File: src/rtl/cw_pkg.sv
package cw_pkg;
  typedef enum logic [2:0] {
    TG_REFE = 3'd0,
    TG_CNT  = 3'd1,
    TG_NEXT = 3'd2,
    TG_REF  = 3'd3,
    TG_REFS = 3'd4,
    TG_CALL = 3'd5,
    TG_RET  = 3'd6,
    TG_END  = 3'd7
  } tag_id_e;

  typedef enum logic [2:0] {
    S_IDLE,
    S_CHECK,
    S_FETCH,
    S_WAIT,
    S_XFER,
    S_SUSP
  } walk_st_e;

  localparam int QW_W     = 16;
  localparam int TAG_W    = 64;
  localparam int QW_BYTES = 16;
endpackage

File: src/rtl/cw_tag_decode.sv
module cw_tag_decode
  import cw_pkg::*;
#(
  parameter int AW = 32
) (
  input  logic [TAG_W-1:0] tag_i,
  input  logic [AW-1:0]    cur_tadr_i,
  input  logic [AW-1:0]    stack_top_i,
  input  logic             stack_empty_i,
  input  logic             stack_full_i,
  output logic [AW-1:0]    nx_madr_o,
  output logic [QW_W-1:0]  nx_qwc_o,
  output logic [AW-1:0]    nx_tadr_o,
  output logic             push_o,
  output logic [AW-1:0]    push_addr_o,
  output logic             pop_o,
  output logic             set_rettop_o,
  output logic             overflow_o,
  output logic [15:0]      tag_hi_o
);
  localparam logic [AW-1:0] ALIGN_MASK = ~AW'(QW_BYTES - 1);

  tag_id_e         id;
  logic [AW-1:0]   field_addr;
  logic [AW-1:0]   after_tag;
  logic [AW-1:0]   span;
  logic [QW_W-1:0] cnt;

  always_comb begin
    id          = tag_id_e'(tag_i[30:28]);
    cnt         = tag_i[QW_W-1:0];
    field_addr  = tag_i[32 +: AW] & ALIGN_MASK;
    after_tag   = cur_tadr_i + AW'(QW_BYTES);
    span        = AW'({cnt, 4'b0000});
    tag_hi_o    = tag_i[31:16];

    nx_madr_o    = after_tag;
    nx_qwc_o     = cnt;
    nx_tadr_o    = cur_tadr_i;
    push_o       = 1'b0;
    push_addr_o  = after_tag + span;
    pop_o        = 1'b0;
    set_rettop_o = 1'b0;
    overflow_o   = 1'b0;

    case (id)
      TG_REFE, TG_REF, TG_REFS: begin
        nx_madr_o = field_addr;
        nx_tadr_o = after_tag;
      end
      TG_CNT: begin
        nx_tadr_o = after_tag + span;
      end
      TG_NEXT: begin
        nx_tadr_o = field_addr;
      end
      TG_CALL: begin
        nx_tadr_o  = field_addr;
        push_o     = !stack_full_i;
        overflow_o = stack_full_i;
      end
      TG_RET: begin
        if (!stack_empty_i) begin
          pop_o     = 1'b1;
          nx_tadr_o = stack_top_i;
        end else begin
          set_rettop_o = 1'b1;
        end
      end
      default: begin
        nx_tadr_o = cur_tadr_i;
      end
    endcase
  end
endmodule

File: src/rtl/cw_ret_stack.sv
module cw_ret_stack #(
  parameter int AW    = 32,
  parameter int DEPTH = 2
) (
  input  logic             clk,
  input  logic             rst_n,
  input  logic             clear_i,
  input  logic             push_i,
  input  logic             pop_i,
  input  logic [AW-1:0]    push_addr_i,
  output logic [AW-1:0]    top_o,
  output logic [$clog2(DEPTH+1)-1:0] asp_o,
  output logic             empty_o,
  output logic             full_o
);
  localparam int ASP_W = $clog2(DEPTH + 1);

  logic [ASP_W-1:0] asp;
  logic [AW-1:0]    ent [DEPTH];

  always_ff @(posedge clk or negedge rst_n) begin
    if (!rst_n) begin
      asp <= '0;
    end else if (clear_i) begin
      asp <= '0;
    end else if (push_i && !full_o) begin
      asp <= asp + ASP_W'(1);
    end else if (pop_i && !empty_o) begin
      asp <= asp - ASP_W'(1);
    end
  end

  for (genvar g = 0; g < DEPTH; g++) begin : g_slot
    always_ff @(posedge clk or negedge rst_n) begin
      if (!rst_n) begin
        ent[g] <= '0;
      end else if (push_i && !clear_i && asp == ASP_W'(g)) begin
        ent[g] <= push_addr_i;
      end
    end
  end

  always_comb begin
    top_o = '0;
    for (int i = 0; i < DEPTH; i++) begin
      if (asp == ASP_W'(i + 1)) top_o = ent[i];
    end
  end

  assign asp_o   = asp;
  assign empty_o = (asp == '0);
  assign full_o  = (asp == ASP_W'(DEPTH));

  p_asp_bound_r5: assert property (@(posedge clk) disable iff (!rst_n)
    asp <= ASP_W'(DEPTH));

  p_push_grows_r5: assert property (@(posedge clk) disable iff (!rst_n)
    (push_i && !clear_i && !full_o) |=> (asp == $past(asp) + ASP_W'(1)));

  p_pop_shrinks_r6: assert property (@(posedge clk) disable iff (!rst_n)
    (pop_i && !push_i && !clear_i && !empty_o) |=> (asp == $past(asp) - ASP_W'(1)));
endmodule

File: src/rtl/cw_end_check.sv
module cw_end_check
  import cw_pkg::*;
(
  input  logic [15:0] tag_hi_i,
  input  logic        tie_i,
  input  logic        rettop_i,
  input  logic        initxfer_i,
  output logic        end_o
);
  tag_id_e id;
  logic    by_type;
  logic    by_irq;

  always_comb begin
    id      = tag_id_e'(tag_hi_i[14:12]);
    by_type = (id == TG_REFE) || (id == TG_END);
    by_irq  = tie_i && tag_hi_i[15];
    end_o   = !initxfer_i && (by_type || by_irq || rettop_i);
  end
endmodule

File: src/rtl/chain_walker.sv
module chain_walker
  import cw_pkg::*;
#(
  parameter int AW    = 32,
  parameter int DEPTH = 2
) (
  input  logic                       clk,
  input  logic                       rst_n,
  input  logic                       start_i,
  input  logic                       tie_i,
  input  logic [AW-1:0]              start_madr_i,
  input  logic [15:0]                start_qwc_i,
  input  logic [AW-1:0]              start_tadr_i,
  input  logic                       resume_i,
  output logic                       tag_req_valid_o,
  input  logic                       tag_req_ready_i,
  output logic [AW-1:0]              tag_req_addr_o,
  input  logic                       tag_rsp_valid_i,
  input  logic [63:0]                tag_rsp_data_i,
  output logic                       xfer_valid_o,
  input  logic                       xfer_ready_i,
  output logic [AW-1:0]              xfer_addr_o,
  output logic [15:0]                xfer_qwc_o,
  input  logic [15:0]                xfer_acc_i,
  output logic                       busy_o,
  output logic                       irq_o,
  output logic                       err_o,
  output logic [15:0]                tag_o,
  output logic [$clog2(DEPTH+1)-1:0] asp_o,
  output logic [AW-1:0]              madr_o,
  output logic [15:0]                qwc_o,
  output logic [AW-1:0]              tadr_o
);
  localparam int ASP_W = $clog2(DEPTH + 1);

  walk_st_e        st;
  logic            busy_q, irq_q, err_q, tie_q, rettop_q, initxfer_q;
  logic [AW-1:0]   madr_q, tadr_q;
  logic [QW_W-1:0] qwc_q;
  logic [15:0]     tag_hi_q;

  logic [AW-1:0]   nx_madr, nx_tadr, push_addr, stk_top;
  logic [QW_W-1:0] nx_qwc;
  logic            dec_push, dec_pop, dec_rettop, dec_ovf;
  logic [15:0]     dec_tag_hi;
  logic            stk_empty, stk_full;
  logic [ASP_W-1:0] stk_asp;
  logic            end_now;
  logic            take_rsp, start_ok, stk_push, stk_pop;

  assign take_rsp = (st == S_WAIT) && tag_rsp_valid_i;
  assign start_ok = (st == S_IDLE) && start_i;
  assign stk_push = take_rsp && dec_push && !dec_ovf;
  assign stk_pop  = take_rsp && dec_pop;

  cw_tag_decode #(.AW(AW)) u_dec (
    .tag_i        (tag_rsp_data_i),
    .cur_tadr_i   (tadr_q),
    .stack_top_i  (stk_top),
    .stack_empty_i(stk_empty),
    .stack_full_i (stk_full),
    .nx_madr_o    (nx_madr),
    .nx_qwc_o     (nx_qwc),
    .nx_tadr_o    (nx_tadr),
    .push_o       (dec_push),
    .push_addr_o  (push_addr),
    .pop_o        (dec_pop),
    .set_rettop_o (dec_rettop),
    .overflow_o   (dec_ovf),
    .tag_hi_o     (dec_tag_hi)
  );

  cw_ret_stack #(.AW(AW), .DEPTH(DEPTH)) u_stk (
    .clk        (clk),
    .rst_n      (rst_n),
    .clear_i    (start_ok),
    .push_i     (stk_push),
    .pop_i      (stk_pop),
    .push_addr_i(push_addr),
    .top_o      (stk_top),
    .asp_o      (stk_asp),
    .empty_o    (stk_empty),
    .full_o     (stk_full)
  );

  cw_end_check u_end (
    .tag_hi_i  (tag_hi_q),
    .tie_i     (tie_q),
    .rettop_i  (rettop_q),
    .initxfer_i(initxfer_q),
    .end_o     (end_now)
  );

  always_ff @(posedge clk or negedge rst_n) begin
    if (!rst_n) begin
      st         <= S_IDLE;
      busy_q     <= 1'b0;
      irq_q      <= 1'b0;
      err_q      <= 1'b0;
      tie_q      <= 1'b0;
      rettop_q   <= 1'b0;
      initxfer_q <= 1'b0;
      madr_q     <= '0;
      tadr_q     <= '0;
      qwc_q      <= '0;
      tag_hi_q   <= '0;
    end else begin
      irq_q <= 1'b0;
      case (st)
        S_IDLE: begin
          if (start_i) begin
            busy_q     <= 1'b1;
            err_q      <= 1'b0;
            rettop_q   <= 1'b0;
            tie_q      <= tie_i;
            madr_q     <= start_madr_i;
            qwc_q      <= start_qwc_i;
            tadr_q     <= start_tadr_i;
            initxfer_q <= (start_qwc_i == '0);
            st         <= (start_qwc_i != '0) ? S_XFER : S_CHECK;
          end
        end
        S_CHECK: begin
          if (initxfer_q) begin
            initxfer_q <= 1'b0;
            st         <= S_FETCH;
          end else if (end_now) begin
            rettop_q <= 1'b0;
            busy_q   <= 1'b0;
            irq_q    <= 1'b1;
            st       <= S_IDLE;
          end else begin
            st <= S_FETCH;
          end
        end
        S_FETCH: begin
          if (tadr_q == '0) begin
            busy_q <= 1'b0;
            irq_q  <= 1'b1;
            st     <= S_IDLE;
          end else if (tag_req_ready_i) begin
            st <= S_WAIT;
          end
        end
        S_WAIT: begin
          if (tag_rsp_valid_i) begin
            tag_hi_q <= dec_tag_hi;
            if (dec_ovf) begin
              err_q  <= 1'b1;
              busy_q <= 1'b0;
              irq_q  <= 1'b1;
              st     <= S_IDLE;
            end else begin
              madr_q   <= nx_madr;
              qwc_q    <= nx_qwc;
              tadr_q   <= nx_tadr;
              rettop_q <= rettop_q | dec_rettop;
              st       <= (nx_qwc != '0) ? S_XFER : S_CHECK;
            end
          end
        end
        S_XFER: begin
          if (xfer_ready_i) begin
            madr_q <= madr_q + AW'({xfer_acc_i, 4'b0000});
            qwc_q  <= qwc_q - xfer_acc_i;
            st     <= (xfer_acc_i >= qwc_q) ? S_CHECK : S_SUSP;
          end
        end
        S_SUSP: begin
          if (resume_i) st <= S_XFER;
        end
        default: st <= S_IDLE;
      endcase
    end
  end

  assign tag_req_valid_o = (st == S_FETCH) && (tadr_q != '0);
  assign tag_req_addr_o  = tadr_q;
  assign xfer_valid_o    = (st == S_XFER);
  assign xfer_addr_o     = madr_q;
  assign xfer_qwc_o      = qwc_q;
  assign busy_o          = busy_q;
  assign irq_o           = irq_q;
  assign err_o           = err_q;
  assign tag_o           = tag_hi_q;
  assign asp_o           = stk_asp;
  assign madr_o          = madr_q;
  assign qwc_o           = qwc_q;
  assign tadr_o          = tadr_q;

  p_treq_hold_r12: assert property (@(posedge clk) disable iff (!rst_n)
    (tag_req_valid_o && !tag_req_ready_i) |=> (tag_req_valid_o && $stable(tag_req_addr_o)));

  p_xfer_hold_r12: assert property (@(posedge clk) disable iff (!rst_n)
    (xfer_valid_o && !xfer_ready_i) |=> (xfer_valid_o && $stable(xfer_addr_o) && $stable(xfer_qwc_o)));

  p_xfer_nonzero_r10: assert property (@(posedge clk) disable iff (!rst_n)
    xfer_valid_o |-> (xfer_qwc_o != '0));

  p_irq_end_r12: assert property (@(posedge clk) disable iff (!rst_n)
    irq_o |-> (!busy_o && $past(busy_o)));

  p_busy_hold_r11: assert property (@(posedge clk) disable iff (!rst_n)
    (busy_o && start_i && !irq_o && xfer_valid_o) |=> $stable(tadr_o));
endmodule

File: config.mk
export PLATFORM = sky130hd
export DESIGN_NAME = chain_walker
export DESIGN_NICKNAME = d
export VERILOG_FILES = /design/src/rtl/cw_pkg.sv /design/src/rtl/cw_tag_decode.sv /design/src/rtl/cw_ret_stack.sv /design/src/rtl/cw_end_check.sv /design/src/rtl/chain_walker.sv
export SDC_FILE = /design/constraint.sdc
export NUM_CORES = 1
export LEC_CHECK = 0
export BUFFER_PORTS_ARGS = -buffer_cell sky130_fd_sc_hd__buf_2
export CELL_PAD_IN_SITES_DETAIL_PLACEMENT = 1
export CELL_PAD_IN_SITES_GLOBAL_PLACEMENT = 1
export CORE_AREA = 2 2 142 247
export CTS_CLUSTER_DIAMETER = 200
export CTS_CLUSTER_SIZE = 20
export DETAILED_ROUTE_END_ITERATION = 8
export DIE_AREA = 0 0 144 249
export PLACE_DENSITY_LB_ADDON = 0.08
export SYNTH_ARGS = -nofsm -noshare
export SYNTH_HDL_FRONTEND = slang
export SYNTH_SLANG_ARGS = --single-unit
File: constraint.sdc
create_clock -name clk -period 4.7 [get_ports clk]
set_input_delay 0.47 -clock clk [delete_from_list [all_inputs] [get_ports clk]]
set_output_delay 0.47 -clock clk [all_outputs]
set_load 0.05 [all_outputs]
==> results.md, run 1 <==
- In the synthesized netlist the dominant register cell turns out to be sky130_fd_sc_hd__dfrtp_1.
- Summed over all layers, the global routing overflow is 0.
- In this run the worst path has a maximum fanout of 9.
- In the layout the commonest cells are sky130_fd_sc_hd__buf_2, sky130_fd_sc_hd__dfrtp_1, sky130_fd_sc_hd__nand2_1.
- Dividing total power by cell area gives a power density of 805 mW/mm^2.
- The total DRC errors in the routed layout is 0.
- In this run the clock root is driven by a sky130_fd_sc_hd__clkbuf_16.
- For the final routed database, the setup TNS stands at 0 ps.
- After legalization and detailed placement, the total HPWL measured 45.1 mm.
- In this run, placement finished with an instance count of 2258.
- The cell depth of the worst flop-to-flop path is 14.
- The final wirelength is 58.5 mm.
- Of the cells placed in the final design, the portion with a size suffix greater than 1 is 0.274.
- The utilization after layout is 0.465.
- In this run, synthesis inferred 0 flip-flops with an integrated enable.
- Excluding fillers, the count of instances in the completed layout stands at 2295.
- Leaving out fill and tap cells, the most frequent cell in the layout is sky130_fd_sc_hd__buf_2.
- Max-cap violations in this run came to 0.
- Counting I/O delays and the setup requirement, the final critical path takes 4230 ps.
- By startpoint and endpoint, the worst setup path is classified as flop to flop.
- The layout filler cell count is 4171.
- The height of the die is 249 um.
- The share of the Yosys chip area taken by registers is 0.320.
- For the pin with the worst max-slew slack, the measured transition is 1030 ps.
- The endpoint identified for the worst register-to-register timing path is u_stk.ent[63]$_DFFE_PN0P_.
- The area of the die is 0.0359 mm^2.
- The flow ran to the end, and the final reports show no timing, DRC or antenna violations.
- Entering global routing, the biggest net connects 88 pins.
- The number of endpoints with negative hold slack in the final report is 0.
- The fmax is 236 MHz.
- The core footprint is 0.0337 mm^2.
- The type of element capturing the critical path is a flop.
- The number of H-tree levels is 4.
- The path class of the lowest-slack min-delay path is primary input to async pin.
- The initialized floorplan defines 89 standard-cell rows.
- Setup repair after global routing left no endpoint under its margin.
- The timing startpoint of the critical path is tadr_o[6]$_DFFE_PN0P_.
- The synthesis-to-layout area growth is 17.6%.
- Of the available clock period, the critical path in the final layout requires 0.900.
- The worst hold-check slack is 12.8 ps.
- The master of the slowest instance on the critical path is sky130_fd_sc_hd__a2111oi_0.
- The critical path contains buffers and inverters numbering 3 combined.
- The tree built by TritonCTS fans out to 171 sinks.
- Counting distinct cell types in the post-synthesis netlist gives 80.
- The pre-antenna-repair detailed-routing pass consisted of 5 iterations.
- The count of port buffers added during placement is 346.
- The first global-routing pass estimated 87.5 mm of wire.
- Traced cell by cell, the critical path runs through buf_4 -> nand4_1 -> nor4_1 -> nand3_1 -> xnor2_1 -> ha_1 -> inv_1 -> nor3_1 -> o21ai_0 -> buf_4 -> a2111oi_0 -> nand4_1 -> xor2_1 -> mux2_1.
- Buffers added to address setup during post-CTS repair amount to 0.
- The arrival time at the worst endpoint is 4580 ps.
- The hold-fix buffer count after cts is 0.
- For this design the static power due to leakage is 7.16 nW.
- The initial antenna violation count is 4.
- TritonCTS built the clock tree.
- On the worst path, the slowest cell contributes a delay of 640 ps.
- The initial DRC count is 706.
- The synthesized instance count is 1595.
- In the final design database the tool counted 2055 nets.
- Dividing the detail-routed wire length by the instance count gives 25.5 um.
- For this run, the total global-route usage over all layers was measured as 0.325.
- Counting along the longest clock path gives a buffer depth of 2.
- For this run, asynchronously set or reset flops after synthesis account for 1.00.
- The flop-to-flop setup slack is 470 ps.
- Setup violations remaining at the end of the flow were counted as 0.
- The largest voltage drop on the vdd net is 0.544 mV.
- Using the TritonRoute via totals, the vias-per-cell ratio works out to 6.05.
- The via count of the first global-routing pass came to 14600.
- Buffers inserted during clock tree synthesis total 17.
- After synthesis, the mean cell area works out to 8.37 um^2.
- Synthesis produced a netlist with a net count of 1828.
- The source-to-sink clock delay at the later pin of the worst-skew pair is 460 ps.
- The number of slew-limit violations in the final report was 0.
- Gates resized during post-CTS repair numbered 0.
- At the end of routability-driven placement, the weighted congestion stood at 0.965.
- The worst slew margin relative to its limit is 0.313.
- The die boundary width is 144 um.
- The clock slew seen by the registers of the worst setup and hold paths is 80 ps.
- The startpoint identified for the worst register-to-register timing path is tadr_o[6]$_DFFE_PN0P_.
- The count of synthesis-stage warnings from yosys is 0.
- The I/O pin total is 351.
- The total via count in the routed design is 13900.
- After synthesis the netlist holds a flip-flop and latch count of 171.
- STA puts the critical path data required time at 5050 ps.
- The initial utilization of the core area, before any placement, comes to 0.396.
- Between clock sinks in the finished design, the worst skew comes to 14.2 ps.
- Summing every instance area after synthesis gives 0.0134 mm^2.
- The category of the worst setup path launch point is a flop.
- The kind of cell with the highest combined delay on the critical path is simple AND/OR/NAND/NOR gates.
- The remaining number of nets flagged by the antenna check after routing is 0.
final cells by class:
type                            instances  area [um^2]  share of cell area
Antenna cell                            5         12.5            0.000797
Inverter                               48          180              0.0115
Tap cell                              455          569              0.0363
Sequential cell                       171         4280               0.273
Timing Repair Buffer                  384         2060               0.131
Clock buffer                           17          425              0.0271
Multi-Input combinational cell       1200         7980               0.508
Clock inverter                         15          190              0.0121
sequential cells by signal, indices dropped and copies added, names as in the netlist:
register     count
err_o            1
tadr_o          32
rettop_q         1
u_stk.ent       64
qwc_o           16
u_stk.asp_o      2
tie_q            1
initxfer_q       1
st               3
madr_o          32
tag_o           16
busy_o           1
irq_o            1
synthesized netlist by cell type, types with 40 or more instances:
| library cell | count | area (um^2) |
|---|---|---|
| sky130_fd_sc_hd__a22oi_1 | 45 | 338 |
| sky130_fd_sc_hd__buf_4 | 84 | 631 |
| sky130_fd_sc_hd__inv_1 | 47 | 176 |
| sky130_fd_sc_hd__nor2_1 | 130 | 488 |
| sky130_fd_sc_hd__ha_1 | 62 | 776 |
| sky130_fd_sc_hd__nand2_1 | 146 | 548 |
| sky130_fd_sc_hd__clkbuf_1 | 84 | 315 |
| sky130_fd_sc_hd__xnor2_1 | 48 | 420 |
| sky130_fd_sc_hd__o21ai_0 | 130 | 651 |
| sky130_fd_sc_hd__dfrtp_1 | 171 | 4280 |
| sky130_fd_sc_hd__mux2_2 | 60 | 676 |
| sky130_fd_sc_hd__a21oi_1 | 100 | 500 |
| sky130_fd_sc_hd__nor3_1 | 40 | 200 |
| sky130_fd_sc_hd__nand3_1 | 42 | 210 |
worst register-to-register path, delay by kind of cell, from the launching register on:
| kind | cells | cell delay (ps) |
|---|---|---|
| AO/OA/AOI/OAI | 2 | 780 |
| XOR/XNOR | 2 | 550 |
| adder cells (fa/ha/maj) | 1 | 280 |
| buffers and inverters | 3 | 490 |
| flip-flops | 1 | 450 |
| multiplexers | 1 | 310 |
| AND/OR/NAND/NOR | 5 | 1270 |
worst max-delay path by stage:
stage	to	slack, ps	cells past startpoint
floorplan	u_stk.ent[63]$_DFFE_PN0P_	760	16
global placement	u_stk.ent[63]$_DFFE_PN0P_	640	15
detailed placement	u_stk.ent[63]$_DFFE_PN0P_	590	14
CTS	u_stk.ent[63]$_DFFE_PN0P_	540	14
global route	u_stk.ent[63]$_DFFE_PN0P_	120	15
finish	u_stk.ent[63]$_DFFE_PN0P_	470	14
through the flow:
step           total power (W)  instance area [um^2]  setup slack, ps
6_report                0.0126                 15700              468
2_1_floorplan          0.00903                 13400              765
5_1_grt                 0.0134                 15700              124
3_3_place_gp            0.0109                 15100              639
3_5_place_dp            0.0111                 15100              590
4_1_cts                 0.0126                 15700              544
power breakdown:
part           internal (W)  total (W)  leakage (nW)  switching (W)
combinational       0.00238    0.00846          4.67        0.00608
sequential          0.00193    0.00265          2.19       0.000721
clock              0.000769    0.00153         0.300       0.000761
cells by family after synthesis:
| family | synth area share |
|---|---|
| AOI/OAI and AO/OA | 0.248 |
| xor gates and xnor gates | 0.0471 |
| adders and majority gates | 0.0626 |
| buffers and inverters | 0.0875 |
| DFF | 0.320 |
| muxes | 0.0585 |
| and+or+nand+nor | 0.176 |
per-layer routing:
metal  vias to the layer above  global-route usage  share of wire
li1                       6268                   -              -
met1                      6951               0.362           0.37
met2                       493               0.580           0.52
met3                       166              0.0471          0.049
met4                         2               0.183          0.059
met5                         -                   0        0.00026
(Power assumes the default switching activity.)
==> run 2, diff against run 1 <==
--- a/config.mk
+++ b/config.mk
@@ -8,11 +8,11 @@
 export BUFFER_PORTS_ARGS = -buffer_cell sky130_fd_sc_hd__buf_2
 export CELL_PAD_IN_SITES_DETAIL_PLACEMENT = 1
 export CELL_PAD_IN_SITES_GLOBAL_PLACEMENT = 1
-export CORE_AREA = 2 2 142 247
+export CORE_AREA = 2 2 137 239
 export CTS_CLUSTER_DIAMETER = 200
 export CTS_CLUSTER_SIZE = 20
 export DETAILED_ROUTE_END_ITERATION = 8
-export DIE_AREA = 0 0 144 249
+export DIE_AREA = 0 0 139 241
 export PLACE_DENSITY_LB_ADDON = 0.08
 export SYNTH_ARGS = -nofsm -noshare
 export SYNTH_HDL_FRONTEND = slang
==> constraint.sdc (replaced) <==
create_clock -name clk -period 5.3 [get_ports clk]
set_input_delay 0.53 -clock clk [delete_from_list [all_inputs] [get_ports clk]]
set_output_delay 0.53 -clock clk [all_outputs]
set_load 0.05 [all_outputs]
==> run 2 against run 1 <==
Maximum frequency shrank 6.6%. Sequential cell count did not move. Clock skew is 4.1 ps lower. Via count is 0.48% higher. Sequential share of layout area is 0.32 points higher. Core utilization increased by 2.9 points. Design area decreased by 1.2%. First-iteration DRC count up 5.8%. Global-route usage up 0.62 points. Power is 12% lower. Critical path depth rose by 1. Die area shrank 6.6%. Critical endpoint unchanged. Highest routed layer is now met4.
==> results.md, run 2 (synthesized netlist as in run 1, its figures left out) <==
- TritonCTS built the clock tree.
- The fmax is 221 MHz (-6.6%).
- The mean routed wirelength per cell came to 25.5 um (about the same).
- The final number of setup-violating endpoints came to 0 (unchanged).
- The synthesis-to-layout area growth is 16.2%.
- The number of cell rows is 86 (-3.4%).
- The register bank with the most flops is u_stk.ent.
- The initial antenna violation count is 6 (+2).
- STA classifies the critical path endpoint as a flop.
- The hold-fix buffer count after cts was 0 (unchanged).
- The number of buffers inserted during clock tree synthesis is 17 (unchanged).
- The fraction of layout instances using a drive strength above 1 came to 0.271 (-0.00278).
- The count of buffer and inverter cells on the critical path is 3 (unchanged).
- The path length in cells of the critical path is 15 (+1).
- The final net count is 2048 (-0.34%).
- The worst clock skew is 10.0 ps (-4.15 ps).
- The cell depth of the worst flop-to-flop path is 15 (+1).
- The number of cells in the finished layout apart from fillers is 2230 (-2.8%).
- The core footprint is 0.0314 mm^2 (-6.9%).
- The buffer depth of the longest clock path is 2 (unchanged).
- The number of setup buffers added after CTS came to 0 (unchanged).
- In this run the critical register-to-register path is captured at u_stk.ent[63]$_DFFE_PN0P_.
- The worst path required time is 5650 ps (+600 ps).
- The worst slew margin relative to its limit is 0.305 (-0.00792).
- The post-route setup TNS is 0 ps (unchanged).
- The number of placed instances, taps included is 2192 (-2.9%).
- The number of max-capacitance violations reported is 0 (unchanged).
- The number of slew-limit violations in the final report is 0 (unchanged).
- The post-route clock period utilization was 0.855 (-0.0456).
- Grouping stages by cell kind, the critical path spends the most delay in simple AND/OR/NAND/NOR gates.
- Setup repair after global routing left no endpoint under its margin.
- The number of iterations in the first detailed-routing pass is 5 (unchanged).
- The area of the die is 0.0335 mm^2 (-6.6%).
- The worst-path maximum fanout was 9 (unchanged).
- The total via count in the routed design was 13900 (+0.48%).
- The die boundary width came to 139 um (-3.5%).
- The critical path in this run is classified as flop to flop.
- The remaining number of nets flagged by the antenna check after routing is 0 (unchanged).
- The arrival time at the worst endpoint is 4880 ps (+300 ps).
- The worst setup path is launched from a flop.
- The largest stage delay on the critical path came to 740 ps (+100 ps).
- The utilization after layout came to 0.494 (+0.0286).
- The master of the slowest instance on the critical path is sky130_fd_sc_hd__a2111oi_0.
- The placed wire-length estimate is 43.7 mm (-3.1%).
- The leakage component of the power came to 7.10 nW (-0.78%).
- The detail-routed via count per cell is 6.25 (+3.4%).
- The all-layer global routing usage is 0.331 (+0.00625).
- The slew at the pin closest to its max-slew limit is 1040 ps (+11.8 ps).
- The count of instances resized after the clock tree is built is 0 (unchanged).
- The path class of the lowest-slack min-delay path is primary input to async pin.
- The total DRC errors in the routed layout is 0 (unchanged).
- The pin count of the biggest net entering global routing is 74 (-16%).
- The launch instance of the worst register-to-register path is tadr_o[4]$_DFFE_PN0P_.
- The via count of the first global-routing pass came to 14300 (-2.4%).
- The total global routing overflow came to 0 (unchanged).
- The placer's final routability congestion estimate is 0.920 (-4.6%).
- The number of endpoints with negative hold slack in the final report is 0 (unchanged).
- The initial DRC count came to 747 (+5.8%).
- In the layout the commonest cells are sky130_fd_sc_hd__buf_2, sky130_fd_sc_hd__dfrtp_1, sky130_fd_sc_hd__nand2_1.
- The source-to-sink clock delay at the later pin of the worst-skew pair came to 460 ps (about the same).
- The number of H-tree levels was 4 (unchanged).
- Traced cell by cell, the critical path runs through ha_1 -> and2_1 -> nand3_1 -> xor2_1 -> inv_1 -> ha_1 -> nand4_1 -> inv_1 -> and4_1 -> o21ai_0 -> buf_4 -> a2111oi_0 -> nand4_1 -> xor2_1 -> mux2_1.
- The minimum clock period after layout came to 4530 ps (+299 ps).
- The most frequent standard cell in the layout excluding fill and tap cells is sky130_fd_sc_hd__buf_2.
- The cell area after placement is 0.0149 mm^2 (-1.1%).
- The flop-to-flop setup slack is 770 ps (+300 ps).
- The number of flip-flops under the largest register name is 64 (unchanged).
- The clock slew seen by the registers of the worst setup and hold paths was 80 ps (about the same).
- The final instance area is 0.0155 mm^2 (-1.2%).
- The flow ran to the end, and the final reports show no timing, DRC or antenna violations.
- The height of the die was 241 um (-3.2%).
- The count of port buffers added during placement is 346 (unchanged).
- The first-pass GRT wire length is 84.9 mm (-3.0%).
- The largest voltage drop on the vdd net came to 0.452 mV (-17%).
- The power density of the placed cells came to 713 mW/mm^2 (-11%).
- The initial core utilization is 0.425 (+0.0292).
- The I/O pin total is 351 (unchanged).
- The root buffer cell is sky130_fd_sc_hd__clkbuf_16.
- The final wirelength is 56.9 mm (-2.8%).
- The sink count of the clock tree was 171 (unchanged).
## run 2: cell types whose count changed in the layout (fill, tap and decap cells not counted), sizes merged
| cell | change |
|---|---|
| buf | -7 |
| inv | +2 |
| diode | +1 |
| bufinv | -1 |
| clkinv | -1 |
## run 2: cell type report
cell class	count	area [um^2]
clock inverters	15	169
fillers	3887	15900
clock buffers	17	425
diodes	6	15.0
flip-flops and latches	171	4280
multi-input cells	1200	7980
inverters	48	180
well taps	396	495
repair buffers	377	1970
## run 2: power breakdown
group	leakage, nW	internal [W]	switching, W
logic	4.62	0.00205	0.00532
clock network	0.293	0.000639	0.000681
registers	2.19	0.00171	0.000667
## run 2: worst max path at each step
stage	from	end	slack, ps
2_1_floorplan	tadr_o[6]$_DFFE_PN0P_	u_stk.ent[63]$_DFFE_PN0P_	1360
3_5_place_dp	tadr_o[4]$_DFFE_PN0P_	u_stk.ent[63]$_DFFE_PN0P_	770
6_report	tadr_o[4]$_DFFE_PN0P_	u_stk.ent[63]$_DFFE_PN0P_	770
4_1_cts	tadr_o[4]$_DFFE_PN0P_	u_stk.ent[63]$_DFFE_PN0P_	740
5_1_grt	tadr_o[4]$_DFFE_PN0P_	u_stk.ent[63]$_DFFE_PN0P_	410
3_3_place_gp	tadr_o[4]$_DFFE_PN0P_	u_stk.ent[63]$_DFFE_PN0P_	840
## run 2: per-stage QoR
step	total power (W)	setup slack, ps	hold slack (ps)
after floorplan	0.00800	1360	234
after global placement	0.00957	837	460
after detailed placement	0.00972	772	469
after CTS	0.0111	744	111
after global routing	0.0117	413	127
final	0.0111	769	86.8
## run 2: routing by layer
metal	vias up	wire length, um	GRT usage
met2	464	29800	0.603
met4	0	2970	0.179
met5	-	0	0
li1	6269	-	-
met1	7083	21700	0.377
met3	131	2340	0.0397
## run 2: worst register-to-register path, delay by kind of cell (launching register included)
family | cells | cell delay (ps)
AOI/OAI and AO/OA | 2 | 840
xor gates and xnor gates | 2 | 480
adders and majority gates | 2 | 780
buffers and inverters | 3 | 340
DFF | 1 | 530
muxes | 1 | 300
and+or+nand+nor | 5 | 1170
==> run 3, diff against run 2 <==
--- a/config.mk
+++ b/config.mk
@@ -8,12 +8,13 @@
 export BUFFER_PORTS_ARGS = -buffer_cell sky130_fd_sc_hd__buf_2
 export CELL_PAD_IN_SITES_DETAIL_PLACEMENT = 1
 export CELL_PAD_IN_SITES_GLOBAL_PLACEMENT = 1
-export CORE_AREA = 2 2 137 239
+export CORE_AREA = 2 2 143 250
 export CTS_CLUSTER_DIAMETER = 200
 export CTS_CLUSTER_SIZE = 20
 export DETAILED_ROUTE_END_ITERATION = 8
-export DIE_AREA = 0 0 139 241
+export DIE_AREA = 0 0 145 252
 export PLACE_DENSITY_LB_ADDON = 0.08
 export SYNTH_ARGS = -nofsm -noshare
 export SYNTH_HDL_FRONTEND = slang
+export SYNTH_HIERARCHICAL = 1
 export SYNTH_SLANG_ARGS = --single-unit
==> constraint.sdc (replaced) <==
create_clock -name clk -period 4.8 [get_ports clk]
set_input_delay 0.48 -clock clk [delete_from_list [all_inputs] [get_ports clk]]
set_output_delay 0.48 -clock clk [all_outputs]
set_load 0.05 [all_outputs]
==> run 3 against run 2 <==
Sequential share of layout area shrank 0.87 points. Register-to-register slack lost 320 ps. First-iteration DRC count grew 0.67%. Critical path type unchanged. Highest routed layer unchanged.
==> results.md, run 3 <==
- The fraction of layout instances using a drive strength above 1 is 0.298 (+0.0270).
- The total power is 0.0124 W (+12%).
- Setup repair after global routing left no endpoint under its margin.
- The detail-routed via count per cell is 5.89 (-5.7%).
- STA classifies the critical path startpoint as a flop.
- The total nets after synthesis was 1812 (-0.88%).
- TritonCTS built the clock tree.
- CTS placed an instance of sky130_fd_sc_hd__clkbuf_16 at the clock tree root.
- The number of iterations in the first detailed-routing pass came to 7 (+2).
- The final wirelength was 56.2 mm (-1.2%).
- The core footprint came to 0.0343 mm^2 (+9.3%).
- The sequential fraction of the synthesis area is 0.305 (-0.0153).
- The number of setup buffers added after CTS is 0 (unchanged).
- The number of slew-limit violations in the final report is 0 (unchanged).
- By area the synthesized netlist is led by sky130_fd_sc_hd__dfrtp_1, sky130_fd_sc_hd__mux2_4, sky130_fd_sc_hd__buf_4, sky130_fd_sc_hd__o21ai_0, sky130_fd_sc_hd__nand2_1.
- The flow ran to the end, and the final reports show no timing, DRC or antenna violations.
- The area of the die is 0.0365 mm^2 (+9.1%).
- The initial antenna violation count is 3 (-3).
- The count of synthesis-stage warnings from yosys is 6 (+6).
- The pin count of the biggest net entering global routing is 77 (+4.1%).
- The synthesized area per cell came to 8.83 um^2 (+5.5%).
- The count of flip-flops with a built-in enable after synthesis is 0 (unchanged).
- The count of port buffers added during placement is 346 (unchanged).
- Of all cell types, the one taking the most synthesized area is sky130_fd_sc_hd__dfrtp_1.
- The worst slew margin relative to its limit is 0.312 (+0.00738).
- The source-to-sink clock delay at the later pin of the worst-skew pair came to 460 ps (about the same).
- The register bit total from synthesis is 171 (unchanged).
- The arrival time at the worst endpoint is 4730 ps (-150 ps).
- The first-pass GRT wire length is 85.0 mm (about the same).
- The power density of the placed cells is 772 mW/mm^2 (+8.2%).
- The type of element capturing the critical path is a flop.
- The worst path required time is 5180 ps (-470 ps).
- The via count of the first global-routing pass is 14300 (+0.40%).
- The mean routed wirelength per cell is 24.8 um (-2.7%).
- The number of buffers inserted during clock tree synthesis was 17 (unchanged).
- The number of cell rows was 90 (+4.7%).
- The worst hold-check slack is 12.1 ps (-74.7 ps).
- The clock slew seen by the registers of the worst setup and hold paths is 70 ps (about the same).
- The initial DRC count is 752 (+0.67%).
- The flop-to-flop setup slack was 450 ps (-320 ps).
- The count of instances resized after the clock tree is built was 0 (unchanged).
- The leading register cell type out of synthesis is sky130_fd_sc_hd__dfrtp_1.
- u_stk/ent holds more flip-flops than any other register.
- The worst-path maximum fanout came to 12 (+3).
- The total global routing overflow is 0 (unchanged).
- Counting instances in the post-synthesis netlist gives the leading cell types as sky130_fd_sc_hd__nand2_1, sky130_fd_sc_hd__dfrtp_1, sky130_fd_sc_hd__o21ai_0, sky130_fd_sc_hd__buf_4, sky130_fd_sc_hd__nor2_1.
- The die boundary width is 145 um (+4.3%).
- The initial core utilization is 0.408 (-0.0167).
- The sink count of the clock tree is 171 (unchanged).
- The fmax is 230 MHz (+4.1%).
- The largest voltage drop on the vdd net was 0.394 mV (-13%).
- The total DRC errors in the routed layout is 0 (unchanged).
- The worst clock skew is 14.0 ps (+3.94 ps).
- The number of distinct library cell variants in the gate-level netlist after synthesis was 87 (+8.8%).
- The cell area after synthesis was 0.0140 mm^2 (+5.0%).
- The path class of the lowest-slack min-delay path is primary input to async pin.
- The slew at the pin closest to its max-slew limit is 1030 ps (-11.0 ps).
- The number of max-capacitance violations reported is 0 (unchanged).
- The synthesized instance count came to 1588 (-0.44%).
- The I/O pin total is 351 (unchanged).
- The all-layer global routing usage is 0.304 (-0.0272).
- The final net count is 2014 (-1.7%).
- By instance count, the leading cell after synthesis is sky130_fd_sc_hd__nand2_1.
- The height of the die is 252 um (+4.6%).
- The number of endpoints with negative hold slack in the final report is 0 (unchanged).
- The number of H-tree levels came to 4 (unchanged).
- The minimum clock period after layout was 4350 ps (-179 ps).
- The post-route clock period utilization was 0.907 (+0.0518).
- By startpoint and endpoint, the worst setup path is classified as flop to flop.
- The remaining number of nets flagged by the antenna check after routing is 0 (unchanged).
- The number of flip-flops under the largest register name is 64 (unchanged).
- The placer's final routability congestion estimate was 0.958 (+4.1%).
- The most frequent standard cell in the layout excluding fill and tap cells is sky130_fd_sc_hd__buf_2.
- The post-route setup TNS is 0 ps (unchanged).
- The total via count in the routed design is 13400 (-4.3%).
- The final number of setup-violating endpoints is 0 (unchanged).
- The placed wire-length estimate is 42.7 mm (-2.2%).
- The leakage component of the power came to 7.76 nW (+9.2%).
- Relative to the synthesized area, the layout overhead comes to 14.3%.
- The fraction of synthesis flops using an asynchronous set or reset pin is 1.00 (unchanged).
- The area share of the largest cell type after synthesis is 0.305 (-0.0153).
- Leaving out fill and tap cells, the most frequent cells in the layout are sky130_fd_sc_hd__buf_2, sky130_fd_sc_hd__nand2_1, sky130_fd_sc_hd__dfrtp_1.
- The buffer depth of the longest clock path is 2 (unchanged).
- The hold-fix buffer count after cts came to 0 (unchanged).
## run 3: cell types whose count changed after synthesis, sizes merged, moves of 13 or more
cell,delta
nor2b,+13
nand4,-14
nor3,-23
nor2,-28
nand2,+35
a22oi,-28
buf,+53
a21oi,-29
mux2i,+33
a22o,+37
mux2,+19
clkbuf,-32
## run 3: stage by stage
stage | worst slack (ps) | utilization | cells | area (um^2)
floorplan | 527 | - | 1588 | 14000
global placement | 628 | 0.448 | 2231 | 15400
detailed placement | 513 | 0.448 | 2231 | 15400
CTS | 480 | 0.466 | 2263 | 16000
global route | 181 | 0.466 | 2265 | 16000
finish | 447 | 0.466 | 2265 | 16000
## run 3: final timing paths
path | startpoint | end | depth (start not counted)
setup / recovery | tadr_o[6]$_DFFE_PN0P_ | tadr_o[31]$_DFFE_PN0P_ | 16
hold reg to reg | tag_o[2]$_DFFE_PN0P_ | tag_o[2]$_DFFE_PN0P_ | 1
hold / removal | rst_n | tadr_o[2]$_DFFE_PN0P_ | 1
max in group asynchronous | rst_n | u_stk/ent[12]$_DFFE_PN0P_ | 2
setup reg to reg | tadr_o[6]$_DFFE_PN0P_ | tadr_o[31]$_DFFE_PN0P_ | 16
min in group clk | tag_rsp_data_i[24] | tag_o[8]$_DFFE_PN0P_ | 2
## run 3: cell type report
class	instances	area, um^2
fill	4168	18300
multi-input combinational	1167	8350
sequential	171	4280
timing repair buffer	380	1990
tap	460	576
clock buffer	19	443
inverter	53	199
clock inverter	13	180
antenna	2	5.00
## run 3: routing by layer
| layer | part of all wire | global-route usage |
|---|---|---|
| met5 | 0 | 0 |
| met4 | 0.047 | 0.153 |
| met3 | 0.044 | 0.0354 |
| met2 | 0.54 | 0.572 |
| met1 | 0.37 | 0.335 |
## run 3: critical path, cell delays in order, from the launching register on
cell and delay (ps):
sky130_fd_sc_hd__dfrtp_1 570, sky130_fd_sc_hd__and4_1 420, sky130_fd_sc_hd__and3_1 280, sky130_fd_sc_hd__nand3_1 120, sky130_fd_sc_hd__xor2_1 310, sky130_fd_sc_hd__inv_1 80, sky130_fd_sc_hd__ha_1 420, sky130_fd_sc_hd__nand2_1 130
sky130_fd_sc_hd__nor3_1 270, sky130_fd_sc_hd__o2111a_1 260, sky130_fd_sc_hd__a211oi_1 70, sky130_fd_sc_hd__buf_4 170, sky130_fd_sc_hd__nand4b_1 300, sky130_fd_sc_hd__o31a_1 340, sky130_fd_sc_hd__o31ai_1 250, sky130_fd_sc_hd__mux2i_1 110
sky130_fd_sc_hd__o21ai_0 160
## run 3: kinds of logic after synthesis
kind of cell / count (synthesis) / share of synthesized area
compound gates: 453 / 0.220
buf+inv: 250 / 0.103
flops: 171 / 0.305
fa+ha+maj: 56 / 0.0516
simple gates: 470 / 0.168
mux: 122 / 0.111
xor+xnor: 66 / 0.0412
## run 3: power breakdown
part / switching, W / leakage (nW) / internal [W]
registers: 0.000674 / 2.21 / 0.00191
logic: 0.00596 / 5.24 / 0.00230
clock network: 0.000681 / 0.304 / 0.000850
